**config.mk**
```make
export PLATFORM = sky130hd
export DESIGN_NAME = shirq_cond
export DESIGN_NICKNAME = d
export VERILOG_FILES = /design/src/rtl/shirq_pkg.sv /design/src/rtl/shirq_sync.sv /design/src/rtl/shirq_detect.sv /design/src/rtl/shirq_regs.sv /design/src/rtl/shirq_route.sv /design/src/rtl/shirq_cond.sv
export SDC_FILE = /design/constraint.sdc
export NUM_CORES = 1
export LEC_CHECK = 0
export BUFFER_PORTS_ARGS = -buffer_cell sky130_fd_sc_hd__buf_2
export CAP_MARGIN = 25
export CORE_MARGIN = 4
export CORE_UTILIZATION = 35
export CTS_CLUSTER_SIZE = 14
export DETAILED_ROUTE_END_ITERATION = 10
export PLACE_DENSITY_LB_ADDON = 0.1
export REMOVE_ABC_BUFFERS = 1
export SYNTH_ARGS = -nofsm -noshare
export SYNTH_HDL_FRONTEND = slang
export SYNTH_SLANG_ARGS = --single-unit
```
**constraint.sdc**
```tcl
create_clock -name clk -period 5 [get_ports clk]
set_input_delay 0.5 -clock clk [delete_from_list [all_inputs] [get_ports clk]]
set_output_delay 0.5 -clock clk [all_outputs]
set_load 0.01 [all_outputs]
```
**src/rtl/shirq_pkg.sv**
```systemverilog
package shirq_pkg;
   localparam int ADDR_W = 8;
   localparam int DATA_W = 32;

   localparam logic [ADDR_W-1:0] A_CFG   = 8'h00;
   localparam logic [ADDR_W-1:0] A_POL   = 8'h01;
   localparam logic [ADDR_W-1:0] A_TRIG  = 8'h02;
   localparam logic [ADDR_W-1:0] A_DUAL  = 8'h03;
   localparam logic [ADDR_W-1:0] A_MSET  = 8'h04;
   localparam logic [ADDR_W-1:0] A_MCLR  = 8'h05;
   localparam logic [ADDR_W-1:0] A_MASK  = 8'h06;
   localparam logic [ADDR_W-1:0] A_PEND  = 8'h07;
   localparam logic [ADDR_W-1:0] A_EVT   = 8'h08;
   localparam logic [1:0]        PIN_WIN = 2'b01;   // 0x40..0x7F
   localparam logic [1:0]        DST_WIN = 2'b10;   // 0x80..0xBF

   localparam int EVT_SET_BIT = 31;
   localparam int MAP_VLD_BIT = 31;

   typedef struct packed {
      logic                fire;
      logic                set;
      logic [5:0]          idx;
   } evt_t;
endpackage

```
**src/rtl/shirq_sync.sv**
```systemverilog
module shirq_sync #(
   parameter int W      = 16,
   parameter int STAGES = 2
) (
   input  logic         clk,
   input  logic         rst_n,
   input  logic [W-1:0] d,
   output logic [W-1:0] q
);
   logic [STAGES-1:0][W-1:0] chain;

   always_ff @(posedge clk or negedge rst_n) begin
      if (!rst_n) chain[0] <= '0;
      else        chain[0] <= d;
   end

   for (genvar s = 1; s < STAGES; s++) begin : g_stage
      always_ff @(posedge clk or negedge rst_n) begin
         if (!rst_n) chain[s] <= '0;
         else        chain[s] <= chain[s-1];
      end
   end

   assign q = chain[STAGES-1];
endmodule

```
**src/rtl/shirq_detect.sv**
```systemverilog
module shirq_detect #(
   parameter int N     = 16,
   parameter int IDX_W = 4
) (
   input  logic             clk,
   input  logic             rst_n,
   input  logic [N-1:0]     s_now,
   input  logic [N-1:0]     pol,
   input  logic [N-1:0]     trig,
   input  logic [N-1:0]     dual,
   input  logic             evt_fire,
   input  logic             evt_set,
   input  logic [IDX_W-1:0] evt_idx,
   output logic [N-1:0]     pend
);
   logic [N-1:0] s_prev;

   always_ff @(posedge clk or negedge rst_n) begin
      if (!rst_n) s_prev <= '0;
      else        s_prev <= s_now;
   end

   for (genvar gi = 0; gi < N; gi++) begin : g_src
      logic active, rise, fall, hit, sw_set, sw_clr, p_q;

      assign active = pol[gi] ? s_now[gi] : ~s_now[gi];
      assign rise   = s_now[gi] & ~s_prev[gi];
      assign fall   = ~s_now[gi] & s_prev[gi];
      assign hit    = dual[gi] ? (rise | fall) : (pol[gi] ? rise : fall);
      assign sw_set = evt_fire &  evt_set & (int'(evt_idx) == gi);
      assign sw_clr = evt_fire & ~evt_set & (int'(evt_idx) == gi);

      always_ff @(posedge clk or negedge rst_n) begin
         if (!rst_n)              p_q <= 1'b0;
         else if (!trig[gi])      p_q <= active;
         else if (hit || sw_set)  p_q <= 1'b1;
         else if (sw_clr)         p_q <= 1'b0;
      end

      assign pend[gi] = p_q;
   end
endmodule

```
**src/rtl/shirq_regs.sv**
```systemverilog
module shirq_regs
   import shirq_pkg::*;
#(
   parameter int N     = 16,
   parameter int D     = 2,
   parameter int PIN_W = 2,
   parameter int IDX_W = 4
) (
   input  logic                    clk,
   input  logic                    rst_n,
   input  logic                    bus_valid,
   input  logic                    bus_write,
   input  logic [ADDR_W-1:0]       bus_addr,
   input  logic [DATA_W-1:0]       bus_wdata,
   output logic [DATA_W-1:0]       bus_rdata,
   input  logic [N-1:0]            pend,
   output logic [N-1:0]            pol,
   output logic [N-1:0]            trig,
   output logic [N-1:0]            dual,
   output logic [N-1:0]            mask,
   output logic [N-1:0]            pin_vld,
   output logic [N-1:0][PIN_W-1:0] pin_sel,
   output logic [N-1:0][D-1:0]     dst_sel,
   output logic                    evt_fire,
   output logic                    evt_set,
   output logic [IDX_W-1:0]        evt_idx
);
   localparam logic [DATA_W-1:0] CFG_WORD = DATA_W'({8'(D-1), 8'(N/8-1)});

   logic        wr, rd, in_pin, in_dst;
   logic [5:0]  map_idx;
   logic [N-1:0] wbits;
   logic [DATA_W-1:0] rd_val;

   assign wr      = bus_valid &  bus_write;
   assign rd      = bus_valid & ~bus_write;
   assign map_idx = bus_addr[5:0];
   assign in_pin  = (bus_addr[7:6] == PIN_WIN) && (int'(map_idx) < N);
   assign in_dst  = (bus_addr[7:6] == DST_WIN) && (int'(map_idx) < N);
   assign wbits   = bus_wdata[N-1:0];

   assign evt_idx  = bus_wdata[IDX_W-1:0];
   assign evt_set  = bus_wdata[EVT_SET_BIT];
   assign evt_fire = wr && (bus_addr == A_EVT) && (int'(evt_idx) < N);

   always_ff @(posedge clk or negedge rst_n) begin
      if (!rst_n) begin
         pol  <= '1;
         trig <= '0;
         dual <= '0;
         mask <= '0;
      end else if (wr) begin
         unique case (bus_addr)
            A_POL:   pol  <= wbits;
            A_TRIG:  trig <= wbits;
            A_DUAL:  dual <= wbits;
            A_MSET:  mask <= mask | wbits;
            A_MCLR:  mask <= mask & ~wbits;
            default: ;
         endcase
      end
   end

   for (genvar gi = 0; gi < N; gi++) begin : g_map
      always_ff @(posedge clk or negedge rst_n) begin
         if (!rst_n) begin
            pin_vld[gi] <= 1'b0;
            pin_sel[gi] <= '0;
            dst_sel[gi] <= '0;
         end else if (wr && (int'(map_idx) == gi)) begin
            if (in_pin) begin
               pin_vld[gi] <= bus_wdata[MAP_VLD_BIT];
               pin_sel[gi] <= bus_wdata[PIN_W-1:0];
            end
            if (in_dst) dst_sel[gi] <= bus_wdata[D-1:0];
         end
      end
   end

   always_comb begin
      rd_val = '0;
      unique case (bus_addr)
         A_CFG:   rd_val = CFG_WORD;
         A_POL:   rd_val = DATA_W'(pol);
         A_TRIG:  rd_val = DATA_W'(trig);
         A_DUAL:  rd_val = DATA_W'(dual);
         A_MASK:  rd_val = DATA_W'(mask);
         A_PEND:  rd_val = DATA_W'(pend);
         default: begin
            for (int i = 0; i < N; i++) begin
               if (int'(map_idx) == i) begin
                  if (in_pin) begin
                     rd_val = DATA_W'(pin_sel[i]);
                     rd_val[MAP_VLD_BIT] = pin_vld[i];
                  end
                  if (in_dst) rd_val = DATA_W'(dst_sel[i]);
               end
            end
         end
      endcase
   end

   always_ff @(posedge clk or negedge rst_n) begin
      if (!rst_n)  bus_rdata <= '0;
      else if (rd) bus_rdata <= rd_val;
   end
endmodule

```
**src/rtl/shirq_route.sv**
```systemverilog
module shirq_route #(
   parameter int N     = 16,
   parameter int D     = 2,
   parameter int P     = 4,
   parameter int PIN_W = 2
) (
   input  logic [N-1:0]            act,
   input  logic [N-1:0]            pin_vld,
   input  logic [N-1:0][PIN_W-1:0] pin_sel,
   input  logic [N-1:0][D-1:0]     dst_sel,
   output logic [D*P-1:0]          irq
);
   for (genvar gd = 0; gd < D; gd++) begin : g_dst
      for (genvar gp = 0; gp < P; gp++) begin : g_pin
         logic [N-1:0] hits;
         for (genvar gi = 0; gi < N; gi++) begin : g_term
            assign hits[gi] = act[gi] & pin_vld[gi] & dst_sel[gi][gd] &
                              (pin_sel[gi] == PIN_W'(gp));
         end
         assign irq[gd*P+gp] = |hits;
      end
   end
endmodule

```
**src/rtl/shirq_cond.sv**
```systemverilog
module shirq_cond
   import shirq_pkg::*;
#(
   parameter int NUM_SRC     = 16,
   parameter int NUM_DST     = 2,
   parameter int NUM_PIN     = 4,
   parameter int SYNC_STAGES = 2
) (
   input  logic                       clk,
   input  logic                       rst_n,
   input  logic [NUM_SRC-1:0]         src_in,
   input  logic                       bus_valid,
   input  logic                       bus_write,
   input  logic [ADDR_W-1:0]          bus_addr,
   input  logic [DATA_W-1:0]          bus_wdata,
   output logic [DATA_W-1:0]          bus_rdata,
   output logic [NUM_DST*NUM_PIN-1:0] dst_irq
);
   localparam int PIN_W = (NUM_PIN > 1) ? $clog2(NUM_PIN) : 1;
   localparam int IDX_W = (NUM_SRC > 1) ? $clog2(NUM_SRC) : 1;

   if ((NUM_SRC % 8) != 0 || NUM_SRC < 8 || NUM_SRC > 32) begin : g_bad_src
      $error("NUM_SRC must be a multiple of 8 between 8 and 32");
   end
   if (NUM_DST < 1 || NUM_DST > 31) begin : g_bad_dst
      $error("NUM_DST must be between 1 and 31");
   end
   if (NUM_PIN < 1 || PIN_W > 31) begin : g_bad_pin
      $error("NUM_PIN out of range");
   end
   if (SYNC_STAGES < 2) begin : g_bad_sync
      $error("SYNC_STAGES must be at least 2");
   end

   logic [NUM_SRC-1:0]            s_now, pend_q, pol_q, trig_q, dual_q, mask_q, pin_vld;
   logic [NUM_SRC-1:0][PIN_W-1:0] pin_sel;
   logic [NUM_SRC-1:0][NUM_DST-1:0] dst_sel;
   logic                          evt_fire, evt_set;
   logic [IDX_W-1:0]              evt_idx;

   shirq_sync #(.W(NUM_SRC), .STAGES(SYNC_STAGES)) u_sync (
      .clk(clk), .rst_n(rst_n), .d(src_in), .q(s_now)
   );

   shirq_regs #(.N(NUM_SRC), .D(NUM_DST), .PIN_W(PIN_W), .IDX_W(IDX_W)) u_regs (
      .clk(clk), .rst_n(rst_n),
      .bus_valid(bus_valid), .bus_write(bus_write), .bus_addr(bus_addr),
      .bus_wdata(bus_wdata), .bus_rdata(bus_rdata),
      .pend(pend_q), .pol(pol_q), .trig(trig_q), .dual(dual_q), .mask(mask_q),
      .pin_vld(pin_vld), .pin_sel(pin_sel), .dst_sel(dst_sel),
      .evt_fire(evt_fire), .evt_set(evt_set), .evt_idx(evt_idx)
   );

   shirq_detect #(.N(NUM_SRC), .IDX_W(IDX_W)) u_det (
      .clk(clk), .rst_n(rst_n), .s_now(s_now),
      .pol(pol_q), .trig(trig_q), .dual(dual_q),
      .evt_fire(evt_fire), .evt_set(evt_set), .evt_idx(evt_idx),
      .pend(pend_q)
   );

   shirq_route #(.N(NUM_SRC), .D(NUM_DST), .P(NUM_PIN), .PIN_W(PIN_W)) u_route (
      .act(pend_q & mask_q), .pin_vld(pin_vld), .pin_sel(pin_sel),
      .dst_sel(dst_sel), .irq(dst_irq)
   );
endmodule

```
==> results_dict.tcl <==
set metrics [dict create \
    run_status "complete, but fails checks" \
    violations "hold timing" \
    routabilityCongestion 0.9486 \
    vertical_die_dimension_um 194.8 \
    number_of_buffers_and_inverters_on_the_critical_path 1 \
    timing.critical_path.mode_cell "sky130_fd_sc_hd__nand4_1" \
    power.density_nw_per_um2 300.2 \
    worstPathCellList "nand4_1 -> nor3_1 -> nor4_1 -> nand4_1 -> buf_2" \
    dp_hpwl_mm 32.26 \
    hold_ws_ns -0.03373 \
    min_period_over_period 0.5740 \
    synth.yosys.warnings 0 \
    grt_pass1_wl_mm 66.79 \
    grt-ovfl-total 0 \
    clk_pin_slew_ns 0.07 \
    postSynthCellCount 1173 \
    chipWidth_um 194.8 \
    synth-async-reset-ratio 1.000 \
    clock_sinks 225 \
    syn-mean-instance-area_um2 10.41 \
    timing.critical_path.slowest_cell_delay_ns 0.50 \
    setup_repair_after_global_routing_missed_its_margin "false" \
    critical_path.max_fanout 4 \
    finalWorstPathRequiredPeriod_ns 2.870 \
    synth_edf_count 0 \
    cp_data_arrival_time_ns 2.37 \
    worst-slew-pin-transition_ns 0.9341 \
    cts_tree "done" \
    synth_sequential_area_ratio 0.4627 \
    static-leakage-power_nw 6.147 \
    synth-seq-cells 225 \
    skew_ns 0.01393 \
    post-cts-setup-buffer-count 0 \
    reg2reg_from "u_regs.trig[0]" \
    globalRouteTotalUtil 0.2296 \
    io-pin-count 100 \
    dr.pass1.iters 6 \
    finalWirelength_mm 44.81 \
    cell_area_placed_um2 12980 \
    fmax_ghz 0.3484 \
    initialDrtViolationCount 863 \
    max_cap_viol_count 0 \
    slew_violations 0 \
    ant_nets 0 \
    hold_viol_final 4 \
    multi_input_comb_area_um2 6067 \
    fp.dieArea_um2 37940 \
    netlist-cell-type-count 66 \
    syn2layout_area_growth_pct 13.62 \
    via_cell_ratio 5.943 \
    route.vias.total 10200 \
    fillCellCount 3469 \
    fin_nets 1332 \
    setup_viol_count_final 0 \
    worst_rel_slew_slack 0.3766 \
    grt_pass1_vias 10020 \
    timing.critical_path.slowest_stage_cell "sky130_fd_sc_hd__dfrtp_1" \
    cts_root_buf "sky130_fd_sc_hd__clkbuf_16" \
    drt-wirelength-per-cell_um 26.11 \
    crit_path_end_kind "primary output" \
    maximum_number_of_pins_on_one_net_before_global_route_repair 109 \
    drive_above_1_share 0.2331 \
    dominantRegCellSynth "sky130_fd_sc_hd__dfrtp_1" \
    syn_area_um2 12210 \
    core-area_um2 34460 \
    stdcell_count 1716 \
    rows 68 \
    finalInstanceArea_um2 13870 \
    clk_path_buf_depth 3 \
    cts_htree_levels 1 \
    timing.critical_path.from_type "flop" \
    report.power.total_w 0.004165 \
    placed_cells_incl_taps 1664 \
    finalSetupTns_ns 0 \
    criticalPathCategory "reg -> out" \
    port_buffers 69 \
    clk_latency_ns 0.54 \
    total_cts_buffers 27 \
    antenna_found_initial 0 \
    cts-hold-fix-buffers 0 \
    start_util 0.3544 \
    required_ns 4.50 \
    timing.critical_path.max_delay_family "simple AND/OR/NAND/NOR gates" \
    irDropWorstVdd_mv 0.2297 \
    layout.area.seq_um2 5650 \
    antennaDiodeCount 0 \
    hold_path.class "in -> async" \
    drc 0 \
    cts_resized 0 \
]
[metrics by stage]
stage          hold slack [ns]  worst slack [ns]    util
4_1_cts                0.02460             2.193  0.4021
6_report              -0.03373             2.130  0.4027
3_5_place_dp            0.3347             1.852  0.3768
5_1_grt                0.04457             2.150  0.4027
3_3_place_gp            0.3323             1.869  0.3766
2_1_floorplan           0.2044             2.666       -
[final timing paths]
| kind | slack [ns] | to | cells past startpoint |
|---|---|---|---|
| worst min-delay path | -0.03 | u_regs.pin_sel[10] | 1 |
| worst max-delay path | 2.13 | dst_irq[4] | 5 |
| min in group clk | 0.06 | u_sync.chain[7] | 1 |
| worst max register to register | 3.17 | u_regs.bus_rdata[0] | 6 |
| max in group asynchronous | 3.85 | u_sync.q[11] | 2 |
| worst min register to register | 0.35 | u_sync.q[14] | 0 |
[kinds of logic (layout without fill, tap and decap cells)]
kind of cell / Yosys count / after routing / share of synthesized area
multiplexers: 125 / 125 / 0.1215
AND/OR/NAND/NOR: 362 / 362 / 0.1607
other: 1 / 15 / 0.0003071
flip-flops: 225 / 225 / 0.4627
XOR/XNOR: 16 / 16 / 0.01148
buffers and inverters: 115 / 189 / 0.04539
AO/OA/AOI/OAI: 297 / 297 / 0.1652
adder cells (fa/ha/maj): 32 / 32 / 0.03279
[power breakdown]
| group | total, W | internal [W] | switching (W) | leakage, nW |
|---|---|---|---|---|
| Sequential | 0.00194 | 0.00188 | 0.0000653 | 2.90 |
| Clock | 0.00193 | 0.00113 | 0.000792 | 0.437 |
| Combinational | 0.000295 | 0.0000996 | 0.000196 | 2.81 |
| Total | 0.00416 | 0.00311 | 0.00105 | 6.15 |
[synthesized netlist by cell type, types with 3 or more instances]
| library cell | n | area share |
|---|---|---|
| sky130_fd_sc_hd__a32oi_1 | 3 | 0.0022 |
| sky130_fd_sc_hd__a222oi_1 | 13 | 0.011 |
| sky130_fd_sc_hd__nand2b_1 | 35 | 0.018 |
| sky130_fd_sc_hd__nor4b_4 | 3 | 0.0058 |
| sky130_fd_sc_hd__nand2_1 | 98 | 0.030 |
| sky130_fd_sc_hd__nand4_1 | 38 | 0.019 |
| sky130_fd_sc_hd__or4b_1 | 3 | 0.0025 |
| sky130_fd_sc_hd__nor2_1 | 64 | 0.020 |
| sky130_fd_sc_hd__buf_4 | 21 | 0.013 |
| sky130_fd_sc_hd__mux2_4 | 20 | 0.025 |
| sky130_fd_sc_hd__ha_1 | 32 | 0.033 |
| sky130_fd_sc_hd__buf_2 | 17 | 0.0070 |
| sky130_fd_sc_hd__nand3_1 | 12 | 0.0049 |
| sky130_fd_sc_hd__a22o_1 | 16 | 0.011 |
| sky130_fd_sc_hd__o32ai_1 | 14 | 0.010 |
| sky130_fd_sc_hd__a21oi_1 | 71 | 0.029 |
| sky130_fd_sc_hd__a22oi_1 | 24 | 0.015 |
| sky130_fd_sc_hd__a211oi_1 | 18 | 0.011 |
| sky130_fd_sc_hd__clkbuf_1 | 27 | 0.0083 |
| sky130_fd_sc_hd__dfstp_2 | 16 | 0.034 |
| sky130_fd_sc_hd__nor3_1 | 41 | 0.017 |
| sky130_fd_sc_hd__nor3_2 | 5 | 0.0041 |
| sky130_fd_sc_hd__xnor2_1 | 16 | 0.011 |
| sky130_fd_sc_hd__o211ai_1 | 4 | 0.0025 |
| sky130_fd_sc_hd__mux2_2 | 96 | 0.089 |
| sky130_fd_sc_hd__inv_1 | 45 | 0.014 |
| sky130_fd_sc_hd__a31oi_1 | 19 | 0.0097 |
| sky130_fd_sc_hd__nor3_4 | 3 | 0.0040 |
| sky130_fd_sc_hd__o31ai_1 | 3 | 0.0018 |
| sky130_fd_sc_hd__o21ai_0 | 33 | 0.014 |
| sky130_fd_sc_hd__mux2i_1 | 8 | 0.0066 |
| sky130_fd_sc_hd__a221o_1 | 4 | 0.0033 |
| sky130_fd_sc_hd__o22ai_1 | 44 | 0.023 |
| sky130_fd_sc_hd__dfrtp_1 | 209 | 0.43 |
| sky130_fd_sc_hd__nor2b_1 | 22 | 0.011 |
| sky130_fd_sc_hd__buf_6 | 3 | 0.0028 |
| sky130_fd_sc_hd__nor4_1 | 18 | 0.0092 |
| sky130_fd_sc_hd__a221oi_1 | 16 | 0.011 |
[cell usage in the layout, fill, tap and decap left out, drive strengths merged, types with 22 or more instances in the layout]
cell / instances
o21ai: 34
ha: 32
nand2b: 35
nor2b: 22
inv: 46
nor2: 65
mux2: 116
a22oi: 24
clkbuf: 39
nand4: 38
nor3: 49
dfrtp: 209
nand2: 100
a21oi: 71
buf: 94
o22ai: 45
[flip-flops by register name, summed over array words and instances (netlist names), named ones only]
signal	flops
u_regs.trig	16
u_sync.q	16
u_regs.pol	16
u_sync.chain	16
u_det.s_prev	16
u_det.g_src.p_q	16
u_regs.dual	16
u_regs.pin_vld	16
u_regs.dst_sel	32
u_regs.pin_sel	32
u_regs.bus_rdata	17
[area by class of cell]
class	count	area share
well taps	455	0.04103
inverters	45	0.01217
repair buffers	94	0.03941
multi-input cells	847	0.4373
clock inverters	11	0.006583
flip-flops and latches	225	0.4072
clock buffers	39	0.05627
[per-layer routing]
layer  wire, µm  global-route usage  vias to the layer above
li1           -                   -                     4525
met1      19670              0.3223                     5142
met2      20660              0.3651                      433
met3       2835             0.03432                       98
met4       1643             0.07836                        0
met5          0                   0                        -
Note: power is estimated with default switching activity, not from simulation.
